--- src/rtl/predec_pkg.sv ---
package predec_pkg;
    localparam int WORD_W  = 16;
    localparam int REG_W   = 4;
    localparam int MAX_EXT = 2;
    localparam int IDX_W   = (MAX_EXT > 1) ? $clog2(MAX_EXT) : 1;
    localparam int LEN_W   = $clog2(MAX_EXT + 2);

    // first-word field positions
    localparam int FMT_LSB  = 13;
    localparam int SREG_LSB = 8;
    localparam int AD_BIT   = 7;
    localparam int AS_LSB   = 4;
    localparam int DREG_LSB = 0;

    typedef enum logic [1:0] {
        FMT_SINGLE = 2'd0,
        FMT_JUMP   = 2'd1,
        FMT_DUAL   = 2'd2
    } fmt_e;

    typedef enum logic [3:0] {
        AM_REG   = 4'd0,
        AM_IDX   = 4'd1,
        AM_IND   = 4'd2,
        AM_INDPI = 4'd3,
        AM_SYM   = 4'd4,
        AM_IMM   = 4'd5,
        AM_ABS   = 4'd6,
        AM_CONST = 4'd7,
        AM_BAD   = 4'd8
    } amode_e;

    typedef enum logic [1:0] {
        PH_FIRST = 2'd0,
        PH_EXT   = 2'd1,
        PH_OUT   = 2'd2
    } phase_e;
endpackage

--- src/rtl/predec_srcmode.sv ---
module predec_srcmode
    import predec_pkg::*;
(
    input  logic [REG_W-1:0]  reg_i,
    input  logic [1:0]        bits_i,
    output amode_e            mode_o,
    output logic [WORD_W-1:0] cval_o,
    output logic              cvld_o,
    output logic              ext_o
);
    always_comb begin
        mode_o = AM_REG;
        cval_o = '0;
        case (reg_i)
            REG_W'(0): begin
                case (bits_i)
                    2'd1:    mode_o = AM_SYM;
                    2'd2:    mode_o = AM_BAD;
                    2'd3:    mode_o = AM_IMM;
                    default: mode_o = AM_REG;
                endcase
            end
            REG_W'(2): begin
                case (bits_i)
                    2'd1: mode_o = AM_ABS;
                    2'd2: begin mode_o = AM_CONST; cval_o = WORD_W'(4); end
                    2'd3: begin mode_o = AM_CONST; cval_o = WORD_W'(8); end
                    default: mode_o = AM_REG;
                endcase
            end
            REG_W'(3): begin
                mode_o = AM_CONST;
                // 0, 1, 2 and all ones
                cval_o = (bits_i == 2'd3) ? '1 : WORD_W'(bits_i);
            end
            default: mode_o = amode_e'({2'b00, bits_i});
        endcase
        cvld_o = (mode_o == AM_CONST);
        ext_o  = (mode_o == AM_IDX) || (mode_o == AM_SYM) ||
                 (mode_o == AM_IMM) || (mode_o == AM_ABS);
    end
endmodule

--- src/rtl/predec_dstmode.sv ---
module predec_dstmode
    import predec_pkg::*;
(
    input  logic [REG_W-1:0] reg_i,
    input  logic             bit_i,
    output amode_e           mode_o,
    output logic             ext_o
);
    always_comb begin
        if (!bit_i)                  mode_o = AM_REG;
        else if (reg_i == REG_W'(0)) mode_o = AM_SYM;
        else if (reg_i == REG_W'(2)) mode_o = AM_ABS;
        else                         mode_o = AM_IDX;
        ext_o = bit_i;
    end
endmodule

--- src/rtl/predec_classify.sv ---
module predec_classify
    import predec_pkg::*;
(
    input  logic [WORD_W-1:0] word_i,
    output fmt_e              fmt_o,
    output logic [REG_W-1:0]  sreg_o,
    output amode_e            smode_o,
    output logic [REG_W-1:0]  dreg_o,
    output amode_e            dmode_o,
    output logic [WORD_W-1:0] cval_o,
    output logic              cvld_o,
    output logic [1:0]        next_o,
    output logic              bad_o
);
    logic [2:0]        top_bits;
    logic [REG_W-1:0]  s_reg;
    logic [REG_W-1:0]  d_reg;
    amode_e            s_mode;
    amode_e            d_mode;
    logic [WORD_W-1:0] s_cval;
    logic              s_cvld;
    logic              s_ext;
    logic              d_ext;

    assign top_bits = word_i[FMT_LSB +: 3];
    assign d_reg    = word_i[DREG_LSB +: REG_W];
    // single-operand keeps its register where two-operand keeps the destination
    assign s_reg    = (top_bits == 3'd0) ? word_i[DREG_LSB +: REG_W]
                                         : word_i[SREG_LSB +: REG_W];

    predec_srcmode u_src (
        .reg_i  (s_reg),
        .bits_i (word_i[AS_LSB +: 2]),
        .mode_o (s_mode),
        .cval_o (s_cval),
        .cvld_o (s_cvld),
        .ext_o  (s_ext)
    );

    predec_dstmode u_dst (
        .reg_i  (d_reg),
        .bit_i  (word_i[AD_BIT]),
        .mode_o (d_mode),
        .ext_o  (d_ext)
    );

    always_comb begin
        sreg_o  = s_reg;
        smode_o = s_mode;
        cval_o  = s_cval;
        cvld_o  = s_cvld;
        dreg_o  = '0;
        dmode_o = AM_REG;
        bad_o   = (s_mode == AM_BAD);
        next_o  = {1'b0, s_ext};
        case (top_bits)
            3'd0: fmt_o = FMT_SINGLE;
            3'd1: begin
                fmt_o   = FMT_JUMP;
                sreg_o  = '0;
                smode_o = AM_REG;
                cval_o  = '0;
                cvld_o  = 1'b0;
                bad_o   = 1'b0;
                next_o  = 2'd0;
            end
            default: begin
                fmt_o   = FMT_DUAL;
                dreg_o  = d_reg;
                dmode_o = d_mode;
                next_o  = {1'b0, s_ext} + {1'b0, d_ext};
            end
        endcase
        if (bad_o) next_o = 2'd0;
    end
endmodule

--- src/rtl/instr_predecoder.sv ---
module instr_predecoder
    import predec_pkg::*;
(
    input  logic              clk_i,
    input  logic              rst_i,
    input  logic              in_valid_i,
    input  logic [15:0]       in_word_i,
    output logic              in_ready_o,
    output logic              out_valid_o,
    input  logic              out_ready_i,
    output logic [15:0]       opword_o,
    output logic [1:0]        fmt_o,
    output logic [3:0]        src_reg_o,
    output logic [3:0]        src_mode_o,
    output logic [3:0]        dst_reg_o,
    output logic [3:0]        dst_mode_o,
    output logic [15:0]       const_o,
    output logic              const_valid_o,
    output logic [15:0]       ext0_o,
    output logic [15:0]       ext1_o,
    output logic [1:0]        len_o,
    output logic              illegal_o
);
    typedef struct packed {
        phase_e                          phase;
        logic [WORD_W-1:0]               opword;
        fmt_e                            fmt;
        logic [REG_W-1:0]                sreg;
        amode_e                          smode;
        logic [REG_W-1:0]                dreg;
        amode_e                          dmode;
        logic [WORD_W-1:0]               cval;
        logic                            cvld;
        logic                            bad;
        logic [LEN_W-1:0]                len;
        logic [1:0]                      left;
        logic [IDX_W-1:0]                idx;
        logic [MAX_EXT-1:0][WORD_W-1:0]  ext;
    } state_t;

    state_t st_d, st_q;

    fmt_e              c_fmt;
    logic [REG_W-1:0]  c_sreg, c_dreg;
    amode_e            c_smode, c_dmode;
    logic [WORD_W-1:0] c_cval;
    logic              c_cvld, c_bad;
    logic [1:0]        c_next;

    predec_classify u_cls (
        .word_i  (in_word_i),
        .fmt_o   (c_fmt),
        .sreg_o  (c_sreg),
        .smode_o (c_smode),
        .dreg_o  (c_dreg),
        .dmode_o (c_dmode),
        .cval_o  (c_cval),
        .cvld_o  (c_cvld),
        .next_o  (c_next),
        .bad_o   (c_bad)
    );

    always_comb begin
        st_d = st_q;
        case (st_q.phase)
            PH_FIRST: begin
                if (in_valid_i) begin
                    st_d.opword = in_word_i;
                    st_d.fmt    = c_fmt;
                    st_d.sreg   = c_sreg;
                    st_d.smode  = c_smode;
                    st_d.dreg   = c_dreg;
                    st_d.dmode  = c_dmode;
                    st_d.cval   = c_cval;
                    st_d.cvld   = c_cvld;
                    st_d.bad    = c_bad;
                    st_d.ext    = '0;
                    st_d.idx    = '0;
                    st_d.left   = c_next;
                    st_d.len    = LEN_W'(c_next) + LEN_W'(1);
                    st_d.phase  = (c_next == 2'd0) ? PH_OUT : PH_EXT;
                end
            end
            PH_EXT: begin
                if (in_valid_i) begin
                    st_d.ext[st_q.idx] = in_word_i;
                    st_d.idx           = st_q.idx + IDX_W'(1);
                    st_d.left          = st_q.left - 2'd1;
                    if (st_q.left == 2'd1) st_d.phase = PH_OUT;
                end
            end
            PH_OUT: begin
                if (out_ready_i) st_d.phase = PH_FIRST;
            end
            default: st_d.phase = PH_FIRST;
        endcase
    end

    always_ff @(posedge clk_i) begin
        if (rst_i) st_q <= '0;
        else       st_q <= st_d;
    end

    assign in_ready_o    = (st_q.phase == PH_FIRST) || (st_q.phase == PH_EXT);
    assign out_valid_o   = (st_q.phase == PH_OUT);
    assign opword_o      = st_q.opword;
    assign fmt_o         = st_q.fmt;
    assign src_reg_o     = st_q.sreg;
    assign src_mode_o    = st_q.smode;
    assign dst_reg_o     = st_q.dreg;
    assign dst_mode_o    = st_q.dmode;
    assign const_o       = st_q.cval;
    assign const_valid_o = st_q.cvld;
    assign ext0_o        = st_q.ext[0];
    assign ext1_o        = st_q.ext[1];
    assign len_o         = st_q.len;
    assign illegal_o     = st_q.bad;

    // a stalled bundle does not move
    p_stall_hold_r10: assert property (@(posedge clk_i) disable iff (rst_i)
        (out_valid_o && !out_ready_i) |=> (out_valid_o && $stable(opword_o) &&
            $stable(len_o) && $stable(ext0_o) && $stable(ext1_o) &&
            $stable(src_mode_o) && $stable(dst_mode_o) && $stable(illegal_o)));

    // the input side is closed while a bundle is offered
    p_no_take_r10: assert property (@(posedge clk_i) disable iff (rst_i)
        out_valid_o |-> !in_ready_o);

    // length stays within one to three words
    p_len_range_r7: assert property (@(posedge clk_i) disable iff (rst_i)
        out_valid_o |-> (len_o >= 2'd1 && len_o <= 2'd3));

    // a one-word bundle carries no extension data
    p_ext_clear_r7: assert property (@(posedge clk_i) disable iff (rst_i)
        (out_valid_o && len_o == 2'd1) |-> (ext0_o == '0 && ext1_o == '0));

    // an illegal encoding is one word long
    p_bad_len_r8: assert property (@(posedge clk_i) disable iff (rst_i)
        (out_valid_o && illegal_o) |-> (len_o == 2'd1));

    // jumps are single words
    p_jump_len_r9: assert property (@(posedge clk_i) disable iff (rst_i)
        (out_valid_o && fmt_o == 2'd1) |-> (len_o == 2'd1 && !illegal_o));

    // the constant flag tracks the constant mode
    p_const_flag_r4: assert property (@(posedge clk_i) disable iff (rst_i)
        out_valid_o |-> (const_valid_o == (src_mode_o == 4'd7)));
endmodule

--- config.mk ---
export PLATFORM = sky130hd
export DESIGN_NAME = instr_predecoder
export DESIGN_NICKNAME = d
export VERILOG_FILES = /design/src/rtl/predec_pkg.sv /design/src/rtl/predec_srcmode.sv /design/src/rtl/predec_dstmode.sv /design/src/rtl/predec_classify.sv /design/src/rtl/instr_predecoder.sv
export SDC_FILE = /design/constraint.sdc
export NUM_CORES = 1
export LEC_CHECK = 0
export ABC_AREA = 1
export BUFFER_PORTS_ARGS = -buffer_cell sky130_fd_sc_hd__buf_4
export CAP_MARGIN = 30
export CORE_ASPECT_RATIO = 0.5
export CORE_MARGIN = 2
export CORE_UTILIZATION = 57
export CTS_CLUSTER_DIAMETER = 40
export DETAILED_ROUTE_END_ITERATION = 10
export GPL_ROUTABILITY_DRIVEN = 0
export PLACE_DENSITY = 0.86
export SYNTH_ARGS = -nofsm -noshare
export SYNTH_HDL_FRONTEND = slang
export SYNTH_SLANG_ARGS = --single-unit
export TNS_END_PERCENT = 1
--- constraint.sdc ---
create_clock -name clk_i -period 6.6 [get_ports clk_i]
set_input_delay 0.66 -clock clk_i [delete_from_list [all_inputs] [get_ports clk_i]]
set_output_delay 0.66 -clock clk_i [all_outputs]
set_load 0.005 [all_outputs]
==> results by group <==
Detailed routing
  • Via count: 3,322
  • Antenna viol nets, final: 0
  • Vias per cell: ~5.4
  • Detailed-route wire length per cell: ~15 um
  • Starting DRT DRC Count: approximately 330
  • First drt pass iteration count: 5
  • DRC viols: 0
  • WL final: 9413 um

Clock network
  • Max Root-Sink Buffers: 2
  • TritonCTS clock tree: done
  • CTS root buf: clkbuf_16
  • Post-CTS setup buffers: 0
  • H-tree levels: 3
  • CTS Buf Count: 9
  • Reg clk slew, reported paths: roughly 60 ps
  • Post-CTS Hold Buffers: 0
  • Worst-Skew Late Latency: 330 ps
  • CTS resizes: 0
  • Clock sinks: 79

Logic synthesis
  • Synth Register Bits: 79
  • Sequential area share after synthesis: 0.4022
  • Netlist cell types: 29
  • Synthesized area per cell: 7.651 um2
  • YS warnings: 0
  • Synth top area share: 0.4022
  • Post-Syn Area: 3933 um2
  • Most area-hungry cell type in the Yosys netlist: dfxtp_1
  • Post-Syn Nets: 537
  • Top post-synthesis cells by area: dfxtp_1, buf_4, a21oi_1
  • Synth Instances: 514

Setup path
  • Slowest stage cell, crit path: nor2_2
  • Worst path cell trace: buf_4 > inv_2 > nor2_2 > inv_2 > nor2_2 > inv_2 > nor2_2 > nand4_1 > a21oi_1
  • Worst EP arrival: approximately 3900 ps
  • CP endpoint kind: flip-flop
  • CP max FO: 34
  • Type of origin of the critical path: primary input
  • Max stage delay on crit path: 820 ps
  • Crit path kind: primary input to flip-flop
  • Critical path data required time: 6850 ps

Floorplan
  • Die X: around 120 um
  • Die height: 62.74 um
  • Initial Util: 0.5892
  • Die area: ~7600 um2
  • Rows: 21
  • Core area: 6674 um2
  • Ports: roughly 110

STA
  • Clock Skew: around 4.2 ps
  • Rel. slew slack: 0.3130
  • Hold WS: 464.3 ps
  • Worst-Margin Slew: 1029 ps
  • Min Tclk post-route: 3648 ps
  • Setup violators final: 0
  • Final hold violations: 0
  • Final Max Tran Viols: 0
  • Period Utilization, post-route: 0.5527
  • RSZ-0062 raised after global routing: no
  • Final setup margin: 2952 ps
  • TNS Setup: 0 ps
  • Max Clk Rate: 0.2741 GHz

Cells and area
  • Commonest non-fill, non-tap cell in the layout: buf_4
  • Final net count: around 540
  • Layout area overhead: 12.06%
  • Multi-input logic area: 1518 um2
  • Most frequent cells in the layout: buf_4, nand2_1, dfxtp_1, a21oi_1, nand3_1
  • Antenna Cells: 0
  • Finished layout cell area: 4407 um2
  • FF/Latch Area: around 1600 um2
  • Layout cell share with drive strength beyond 1: 0.2966
  • Fillers: about 550
  • Final core utilization: 0.6603

Power
  • Pleak: between 1.5 and 2 nW
  • Total power divided by cell area: 275.8 nW/um2
  • Maximum VDD drop: 0.1246 mV

Global route
  • Initial antenna violation count: 0
  • First-pass GRT wire length: between 10,000 and 15,000 um
  • Vias in the first global route: 2,973
  • Largest net degree at the start of global routing: 53
  • GRT Overall Usage: 0.2468
  • GRT overflow: 0

Placed design
  • DP Area: 4108 um2
  • PortBufs: 106
  • Setup slack at placement: 2695 ps
  • Dpl hpwl: 6305 um

Run status
  • Status: finished, final reports clean

Worst hold path
  • Hold Crit Class: flip-flop to flip-flop

Flow run
  • MaxCap Viol Count: 0
## kinds of logic (layout without fill, tap and decap cells)
logic type | count (synthesis) | count (layout) | synth area share
AOI/OAI and AO/OA | 95 | 95 | 0.1263
adders and majority gates | 3 | 3 | 0.009546
and+or+nand+nor | 200 | 200 | 0.2491
other | 1 | 1 | 0.0009536
buffers and inverters | 136 | 148 | 0.2119
DFF | 79 | 79 | 0.4022
## worst max-delay path, delay by kind of cell
kind | cells | cell delay, ps
simple gates | 4 | 2160
buf+inv | 4 | 900
compound gates | 1 | 160
## flip-flops by register name (all words and copies together), names as in the netlist
name / count
dst_mode_o: 3
st_q: 5
illegal_o: 1
fmt_o: 2
const_valid_o: 1
src_reg_o: 4
len_o: 2
const_o: 5
src_mode_o: 4
ext0_o: 16
opword_o: 16
ext1_o: 16
dst_reg_o: 4
## where the power goes
part	switching [mW]	internal, mW
combinational	0.122	0.0749
clock	0.196	0.295
sequential	0.0206	0.507
total	0.339	0.876
## path summary, 6_finish.rpt
check	startpoint	cells after the start	slack, ps	to
worst max-delay path	in_valid_i	9	2950	const_o[0]
worst min-delay path	ext0_o[5]	2	460	ext0_o[5]
worst max register to register	st_q[90]	7	3170	const_o[0]
worst min register to register	ext0_o[5]	2	460	ext0_o[5]
## Yosys cell counts (all sizes together)
cell type / instances
nand2: 96
buf: 91
dfxtp: 79
a21oi: 67
nand3: 38
nor2: 37
inv: 26
o21ai: 25
nand4: 23
clkbuf: 19
ha: 3
nor3: 3
nand3b: 2
conb: 1
o211ai: 1
o21a: 1
o32ai: 1
or2: 1
## per-layer routing
layer	wire, um	up-vias	global-route usage
met2	4444	130	0.3897
met1	4115	1550	0.3223
met5	0	-	0
met3	722	19	0.07664
met4	131	0	0.08333
li1	-	1623	-
## per-stage QoR
stage	cells	power, mW
after detailed placement	602	0.7298
after CTS	618	1.219
after global placement	602	0.7258
after global routing	618	1.266
final	618	1.215
after floorplan	514	0.6813
## layout make-up
type,instances,share of cell area
sequential,79,0.3589
multi-input combinational,299,0.3444
timing repair buffer,106,0.1806
clock buffer,10,0.05196
tap,92,0.02612
inverter,26,0.02215
clock inverter,6,0.01590
Power figures use the tool's default switching activity.
